`config.mk`:
```
export PLATFORM = sky130hd
export DESIGN_NAME = exc_escalator
export DESIGN_NICKNAME = d
export VERILOG_FILES = /design/src/rtl/exc_esc_pkg.sv /design/src/rtl/exc_classifier.sv /design/src/rtl/exc_pair_rule.sv /design/src/rtl/exc_escalator.sv
export SDC_FILE = /design/constraint.sdc
export NUM_CORES = 1
export LEC_CHECK = 0
export ABC_CLOCK_PERIOD_IN_PS = 1600
export BUFFER_PORTS_ARGS = -buffer_cell sky130_fd_sc_hd__buf_4
export CORE_MARGIN = 4
export CORE_UTILIZATION = 37
export CTS_BUF_LIST = sky130_fd_sc_hd__clkbuf_8
export CTS_CLUSTER_DIAMETER = 120
export DETAILED_ROUTE_END_ITERATION = 10
export HOLD_SLACK_MARGIN = 0.06
export PLACE_DENSITY = 0.82
export SLEW_MARGIN = 20
export SYNTH_ARGS = -nofsm -noshare
export SYNTH_HDL_FRONTEND = slang
export SYNTH_SLANG_ARGS = --single-unit
export TNS_END_PERCENT = 30
```
`constraint.sdc`:
```
create_clock -name clk -period 1.6 [get_ports clk]
set_input_delay 0.16 -clock clk [delete_from_list [all_inputs] [get_ports clk]]
set_output_delay 0.16 -clock clk [all_outputs]
set_load 0.05 [all_outputs]
```
`src/rtl/exc_esc_pkg.sv`:
```
// Shared types for the exception escalation controller.
// Assumes: the class encoding is internal and never leaves the block.
package exc_esc_pkg;
    typedef enum logic [1:0] {
        CLS_BENIGN  = 2'd0,
        CLS_CONTRIB = 2'd1,
        CLS_PAGE    = 2'd2
    } exc_cls_e;

    typedef enum logic [1:0] {
        ST_IDLE   = 2'd0,
        ST_DLV    = 2'd1,
        ST_DLV_DF = 2'd2,
        ST_HALT   = 2'd3
    } esc_state_e;
endpackage

```
`src/rtl/exc_classifier.sv`:
```
// Sorts an exception vector into benign, contributory or page-fault class.
// Assumes: any value not named as contributory or page fault is benign.
module exc_classifier
    import exc_esc_pkg::*;
#(
    parameter int VEC_W = 8
) (
    input  logic [VEC_W-1:0] vec_i,
    output exc_cls_e         cls_o
);
    // Pure decode of the vector value into its class.
    always_comb begin
        if (vec_i == VEC_W'(14))
            cls_o = CLS_PAGE;
        else if (vec_i inside {VEC_W'(0), VEC_W'(9), VEC_W'(10),
                               VEC_W'(11), VEC_W'(12), VEC_W'(13)})
            cls_o = CLS_CONTRIB;
        else
            cls_o = CLS_BENIGN;
    end
endmodule

```
`src/rtl/exc_pair_rule.sv`:
```
// Decides whether a second exception on top of a pending one escalates.
// Assumes: caller only uses the result while a non-double delivery is pending.
module exc_pair_rule
    import exc_esc_pkg::*;
(
    input  exc_cls_e first_i,
    input  exc_cls_e second_i,
    output logic     escalate_o
);
    // Asymmetric matrix: contrib+contrib, page+contrib, page+page escalate.
    always_comb begin
        unique case (first_i)
            CLS_CONTRIB: escalate_o = (second_i == CLS_CONTRIB);
            CLS_PAGE:    escalate_o = (second_i != CLS_BENIGN);
            default:     escalate_o = 1'b0;
        endcase
    end
endmodule

```
`src/rtl/exc_escalator.sv`:
```
// Exception escalation controller: tracks handler entry, escalates a second
// exception to a double fault, and halts on an exception during double-fault
// entry. Assumes one raise at most per cycle; the core orders simultaneous ones.
module exc_escalator
    import exc_esc_pkg::*;
#(
    parameter int VEC_W  = 8,
    parameter int ERR_W  = 32,
    parameter int DF_VEC = 8
) (
    input  logic             clk,
    input  logic             rst_n,
    input  logic             raise_i,
    input  logic [VEC_W-1:0] raise_vec_i,
    input  logic             entry_done_i,
    output logic             dlv_pend_o,
    output logic [VEC_W-1:0] dlv_vec_o,
    output logic             err_valid_o,
    output logic [ERR_W-1:0] err_code_o,
    output logic             halt_o
);
    localparam logic [VEC_W-1:0] DF_VEC_L = VEC_W'(DF_VEC);

    esc_state_e       state_q;
    exc_cls_e         first_q;
    exc_cls_e         new_cls;
    logic             escalate;
    logic [VEC_W-1:0] vec_q;

    exc_classifier #(.VEC_W(VEC_W)) u_cls (
        .vec_i (raise_vec_i),
        .cls_o (new_cls)
    );

    exc_pair_rule u_rule (
        .first_i    (first_q),
        .second_i   (new_cls),
        .escalate_o (escalate)
    );

    // State, pending class and delivered vector update.
    always_ff @(posedge clk) begin
        if (!rst_n) begin
            state_q <= ST_IDLE;
            first_q <= CLS_BENIGN;
            vec_q   <= '0;
        end else begin
            unique case (state_q)
                ST_IDLE: begin
                    if (raise_i) begin
                        state_q <= ST_DLV;
                        first_q <= new_cls;
                        vec_q   <= raise_vec_i;
                    end
                end
                ST_DLV: begin
                    if (raise_i && escalate) begin
                        state_q <= ST_DLV_DF;
                        vec_q   <= DF_VEC_L;
                    end else if (raise_i) begin
                        first_q <= new_cls;
                        vec_q   <= raise_vec_i;
                    end else if (entry_done_i) begin
                        state_q <= ST_IDLE;
                    end
                end
                ST_DLV_DF: begin
                    if (raise_i) begin
                        state_q <= ST_HALT;
                        vec_q   <= '0;
                    end else if (entry_done_i) begin
                        state_q <= ST_IDLE;
                    end
                end
                default: state_q <= ST_HALT;
            endcase
        end
    end

    // Output decode from the registered state.
    always_comb begin
        dlv_pend_o  = (state_q == ST_DLV) || (state_q == ST_DLV_DF);
        dlv_vec_o   = vec_q;
        err_valid_o = (state_q == ST_DLV_DF);
        err_code_o  = '0;
        halt_o      = (state_q == ST_HALT);
    end
endmodule

```
# Word level (Yosys, flattened, before mapping)
# Index checks and enable logic that the tools add are counted.
# classes
eq_ne,16
muxes,16
reduce_logical,11
# ops
operator,count
"equality test 8 x 4 -> 1 bit, second input constant",6
2-to-1 mux 8 bit,3
one-hot mux 8 bit (3 select lines),1
2-to-1 mux 2 bit,8
zero test 8 bit,1
"equality test 2 x 1 -> 1 bit, second input constant",3
"equality test 2 bit, second input constant",3
"inequality test 2 bit, second input constant",3
one-hot mux 2 bit (3 select lines),1
AND reduction 2 bit,3
nonzero test 6 bit,1
one-hot mux 2 bit (2 select lines),1
nonzero test 2 bit,2
"inequality test 3 bit, second input constant",1
nonzero test 3 bit,1
zero test 2 bit,1
one-hot mux 1 bit (2 select lines),1
logical AND 1 bit,1
logical OR 1 bit,1
2-to-1 mux 1 bit,1
# word_totals
register_bits,12
word_cells,46

# Depth between registers and ports, before layout
# depth
word_depth,9
ltp_mapped,7

# By module
# Synthesis repeated with hierarchy kept, for this count alone.
# hier_totals
cells_unflattened,117
area_unflattened_um2,989.7
# by_module_without_submodules
module,n_inst,cells_per_inst,area_per_inst_um2
exc_escalator,1,100,869.6
exc_classifier,1,9,61.3
exc_pair_rule,1,8,58.8

# Worst setup path after synthesis
# No wires, ideal clock.
# synth_path
kind,register -> register
start,register state_q[0]
end,register vec_q[0] (netlist: dlv_vec_o[0])
arrival_ps,1692
required_time_ps,1475
setup_slack_ps,-218
stages_incl_launch_ff,7
path_cell_list,dfxtp_1 > inv_1 > ha_1 > nor3b_1 > o21bai_1 > a32oi_1 > o21ai_0
# synth_between
elab_chain_cells,3
elab_cells_between_ends,7
cone_classes,eq/ne: 3; mux: 1; reduce/logical: 3
# synth_lines
element,line_no,text
from (decl),exc_escalator.sv:24,esc_state_e state_q;
from (signal assigned),exc_escalator.sv:44,state_q <= ST_IDLE;
from (signal assigned),exc_escalator.sv:51,state_q <= ST_DLV;
from (signal assigned),exc_escalator.sv:58,state_q <= ST_DLV_DF;
"equality test 2 bit, or another cell as far along",exc_escalator.sv:48,unique case (state_q)
inequality test 2 bit (no source line) or nonzero test 3 bit (tied branches),-,
AND reduction 2 bit (no source line),-,
to (signal assigned),exc_escalator.sv:53,vec_q <= raise_vec_i;
to (signal assigned),exc_escalator.sv:62,vec_q <= raise_vec_i;
to (decl),exc_escalator.sv:28,logic [VEC_W-1:0] vec_q;
# Several ways; a longest one is shown, not always the timed one.
# A chain may end at the register's enable or synchronous reset.

# Final worst setup path
# layout_path
start,input port raise_vec_i[6]
end,register state_q[0]
# layout_between
elab_chain_cells,9
elab_cells_between_ends,18
cone_classes,eq/ne: 8; mux: 5; reduce/logical: 5
# layout_lines
element,line_no,text
from (decl),exc_escalator.sv:14,"input logic [VEC_W-1:0] raise_vec_i,"
equality test 8 x 4 -> 1 bit or zero test 8 bit (tied branches),exc_classifier.sv:15,"else if (vec_i inside {VEC_W'(0), VEC_W'(9), VEC_W'(10),"
nonzero test 6 bit,exc_classifier.sv:15,
2-to-1 mux 1 bit,exc_classifier.sv:15,
2-to-1 mux 2 bit *,exc_classifier.sv:13,if (vec_i == VEC_W'(14))
equality test 2 x 1 -> 1 bit or nonzero test 2 bit (tied branches),"exc_pair_rule.sv:13, exc_pair_rule.sv:14",
one-hot mux 1 bit (2 select lines) *,exc_pair_rule.sv:12,unique case (first_i)
logical AND 1 bit *,exc_escalator.sv:57,if (raise_i && escalate) begin
2-to-1 mux 2 bit or inequality test 3 bit (tied branches),-,
one-hot mux 2 bit (3 select lines) or AND reduction 2 bit (tied branches),-,
to (signal assigned),exc_escalator.sv:51,
to (signal assigned),exc_escalator.sv:58,
to (signal assigned),exc_escalator.sv:64,state_q <= ST_IDLE;
# Every way passes the cells marked *; elsewhere a longest branch is shown, timed or not.

==> out/metrics.cfg <==
[timing]
rsz0062_at_grt=true
hold_viol=0
finalSetupViolations=8
worst_pin_slew_ns=0.5310
slew_violations=0
timing.final.crit_share_pct=106.2
layout_min_cycle_time_ns=1.699
setup_ws_ns=-0.09888
skew_ns=0.002291
slew_headroom_pct=63.68
fmax_mhz=588.6

[cts]
cts_max_path_buffers=2
cts.clk_slew.worst_paths_ns=0.06
cts_sinks=12
htreeDepth=1
cts-root-buf=clkbuf_8
cts_buffers=3
insertion_delay_ns=0.25
cts_tree=yes

[global_routing]
grt_antenna_before_repair=0
overflow=0
grt_pass1_vias=874
grt_max_degree=16
grtUsageTotal_pct=11.93
grt_pass1_wl_um=3870

[yosys]
syn_inst=136
synth_area_mm2=0.001095
synthArstFlopShare_pct=0
ys.flop_type=dfxtp_1
postSynthRegisterBits=12
synth.distinct_cells=38
ys_warn_count=0
syn_area_per_cell_um2=8.050
synth_edf_count=0
ys_seq_area_share_pct=21.94

[final_layout]
stdcell_count=207
nFillCells=270
fin_nets=195
diodes=0
area_delta_synth_final_pct=26.51
drive_gt1_share_pct=33.52
stdcell_area_mm2=0.001385

[die]
die_x_um=62.40
io_pins=55
initial_utilization_pct=39.36
row_count=19
fp.coreArea_mm2=0.002781
die-area_mm2=0.003893
die_y_um=62.40

[outcome]
violations=setup timing
status=finished with violations

[critical_path]
crit_chain=buf_6 -> or4_4 -> or4_4 -> buf_6 -> nor3_1 -> nor3_2
required_ns=1.73
cp_data_arrival_time_ns=1.82
reg2reg_slack_ns=-0.05
slowest_stage=or4_4
path_class=input port to flop
crit_fanout=4
slowest_delay_ns=0.61
end_kind=flop
cp-start-kind=input port

[place]
placed_cells=201
dpl_cell_area_mm2=0.001284
portBuffers=22
place_hpwl_um=1913
gp_congestion=0.8495

[route]
routedWlPerCell_um=11.91
via_per_inst=4.643
ant_nets=0
vias=961
route.detailed.drc=0
drt_iter0_drc=27
drt_first_pass_iters=5
totalWireLength_um=2465

[pwr]
ir_worst_vdd_v=0.001102
power_density_mw_per_mm2=1584
p_leak_nw=0.6752

[min_path]
hold_path_class=input port to flop

[job]
maxCapViolCount=0

[Yosys cell counts (all sizes together) (2+ instances only)]
master	number	area, um^2
inv	16	60.06
mux2i	2	20.02
ha	6	75.07
or4	2	18.77
dfxtp	12	240.2
nand2	7	26.28
buf	33	245.2
clkbuf	2	7.510
o21a	2	15.01
nor2	7	26.28
a21boi	2	15.01
a32oi	7	61.31
nor3	4	25.02
o21ai	12	63.81
a21oi	3	15.01
[logic make-up (layout without fill, tap and decap cells)]
| kind of cell | after synthesis | after routing | share of synthesized area (%) |
|---|---|---|---|
| simple gates | 28 | 28 | 13.60 |
| other cells | 1 | 32 | 0.3425 |
| compound gates | 35 | 35 | 23.89 |
| mux | 2 | 2 | 1.829 |
| buf+inv | 52 | 61 | 31.54 |
| fa+ha+maj | 6 | 6 | 6.857 |
| flops | 12 | 12 | 21.94 |
[registers in the layout, summed over array words and instances (netlist names)]
name / flops
dlv_vec_o: 8
first_q: 2
state_q: 2
[cell type report]
class	instances	area [um^2]	area share [%]
inverter	16	60.06	4.336
timing repair buffer	41	319.1	23.04
sequential	12	242.7	17.52
clock buffer	4	55.05	3.975
multi-input combinational	103	669.4	48.33
tap	31	38.79	2.800
[worst max-delay path, delay by kind of cell]
family | cells | cell delay [ns]
and+or+nand+nor | 4 | 1.42
buffers and inverters | 2 | 0.24
[path summary, 6_finish.rpt]
path,from,endpoint,cells past startpoint
setup / recovery,raise_vec_i[6],state_q[0]$_SDFFE_PN0P_,6
hold / removal,raise_vec_i[0],dlv_vec_o[0]$_SDFFE_PN0P_,3
setup reg to reg,first_q[0]$_SDFFE_PN0P_,dlv_vec_o[3]$_SDFFE_PN0P_,7
hold reg to reg,dlv_vec_o[6]$_SDFFE_PN0P_,dlv_vec_o[6]$_SDFFE_PN0P_,2
[repair_timing]
item	4_1_cts	5_1_grt
hold buffers	0	0
setup buffers	2	1
gates resized for setup	5	6
hold endpoints to repair	0	0
pin swaps	6	2
endpoints found under the setup margin	12	12
[routing by layer]
layer,vias to the layer above,global-route usage [%],part of all wire (%)
met5,-,0,0
met4,0,5.570,1.7
met3,4,3.237,6.7
met2,35,20.34,50
met1,436,13.68,42
li1,486,-,-
[placed cells by master (no fill, tap or decap), types with 2 or more instances in the layout]
master / count
o21a_1: 2
buf_6: 3
a21oi_1: 3
nand2_1: 7
ha_1: 3
inv_1: 16
nor3_2: 2
buf_4: 38
dfxtp_1: 10
dfxtp_2: 2
nor3_1: 2
a32oi_1: 7
nor2_1: 7
o21ai_0: 8
or4_4: 2
ha_2: 2
conb_1: 32
clkbuf_8: 4
o21ai_1: 2
mux2i_1: 2
[metrics by stage]
step / power (W) / worst slack, ns / util [%] / hold WS (ns) / setup TNS, ns
floorplan: 0.001539 / -0.1388 / - / 0.2792 / -0.8611
global placement: 0.001816 / -0.2664 / 46.15 / 0.4094 / -2.716
detailed placement: 0.001824 / -0.3634 / 46.15 / 0.4231 / -3.537
CTS: 0.002173 / -0.2205 / 49.44 / 0.1711 / -1.360
global route: 0.002316 / -0.1407 / 49.80 / 0.1858 / -1.302
finish: 0.002194 / -0.09888 / 49.80 / 0.1708 / -0.4006
[report_power, final]
part | leakage (nW) | switching, W | internal (W)
clock | 0.0288 | 0.000126 | 0.000218
sequential | 0.0993 | 0.0000474 | 0.000388
combinational | 0.547 | 0.000940 | 0.000474
total | 0.675 | 0.00111 | 0.00108
(Power assumes the default switching activity.)
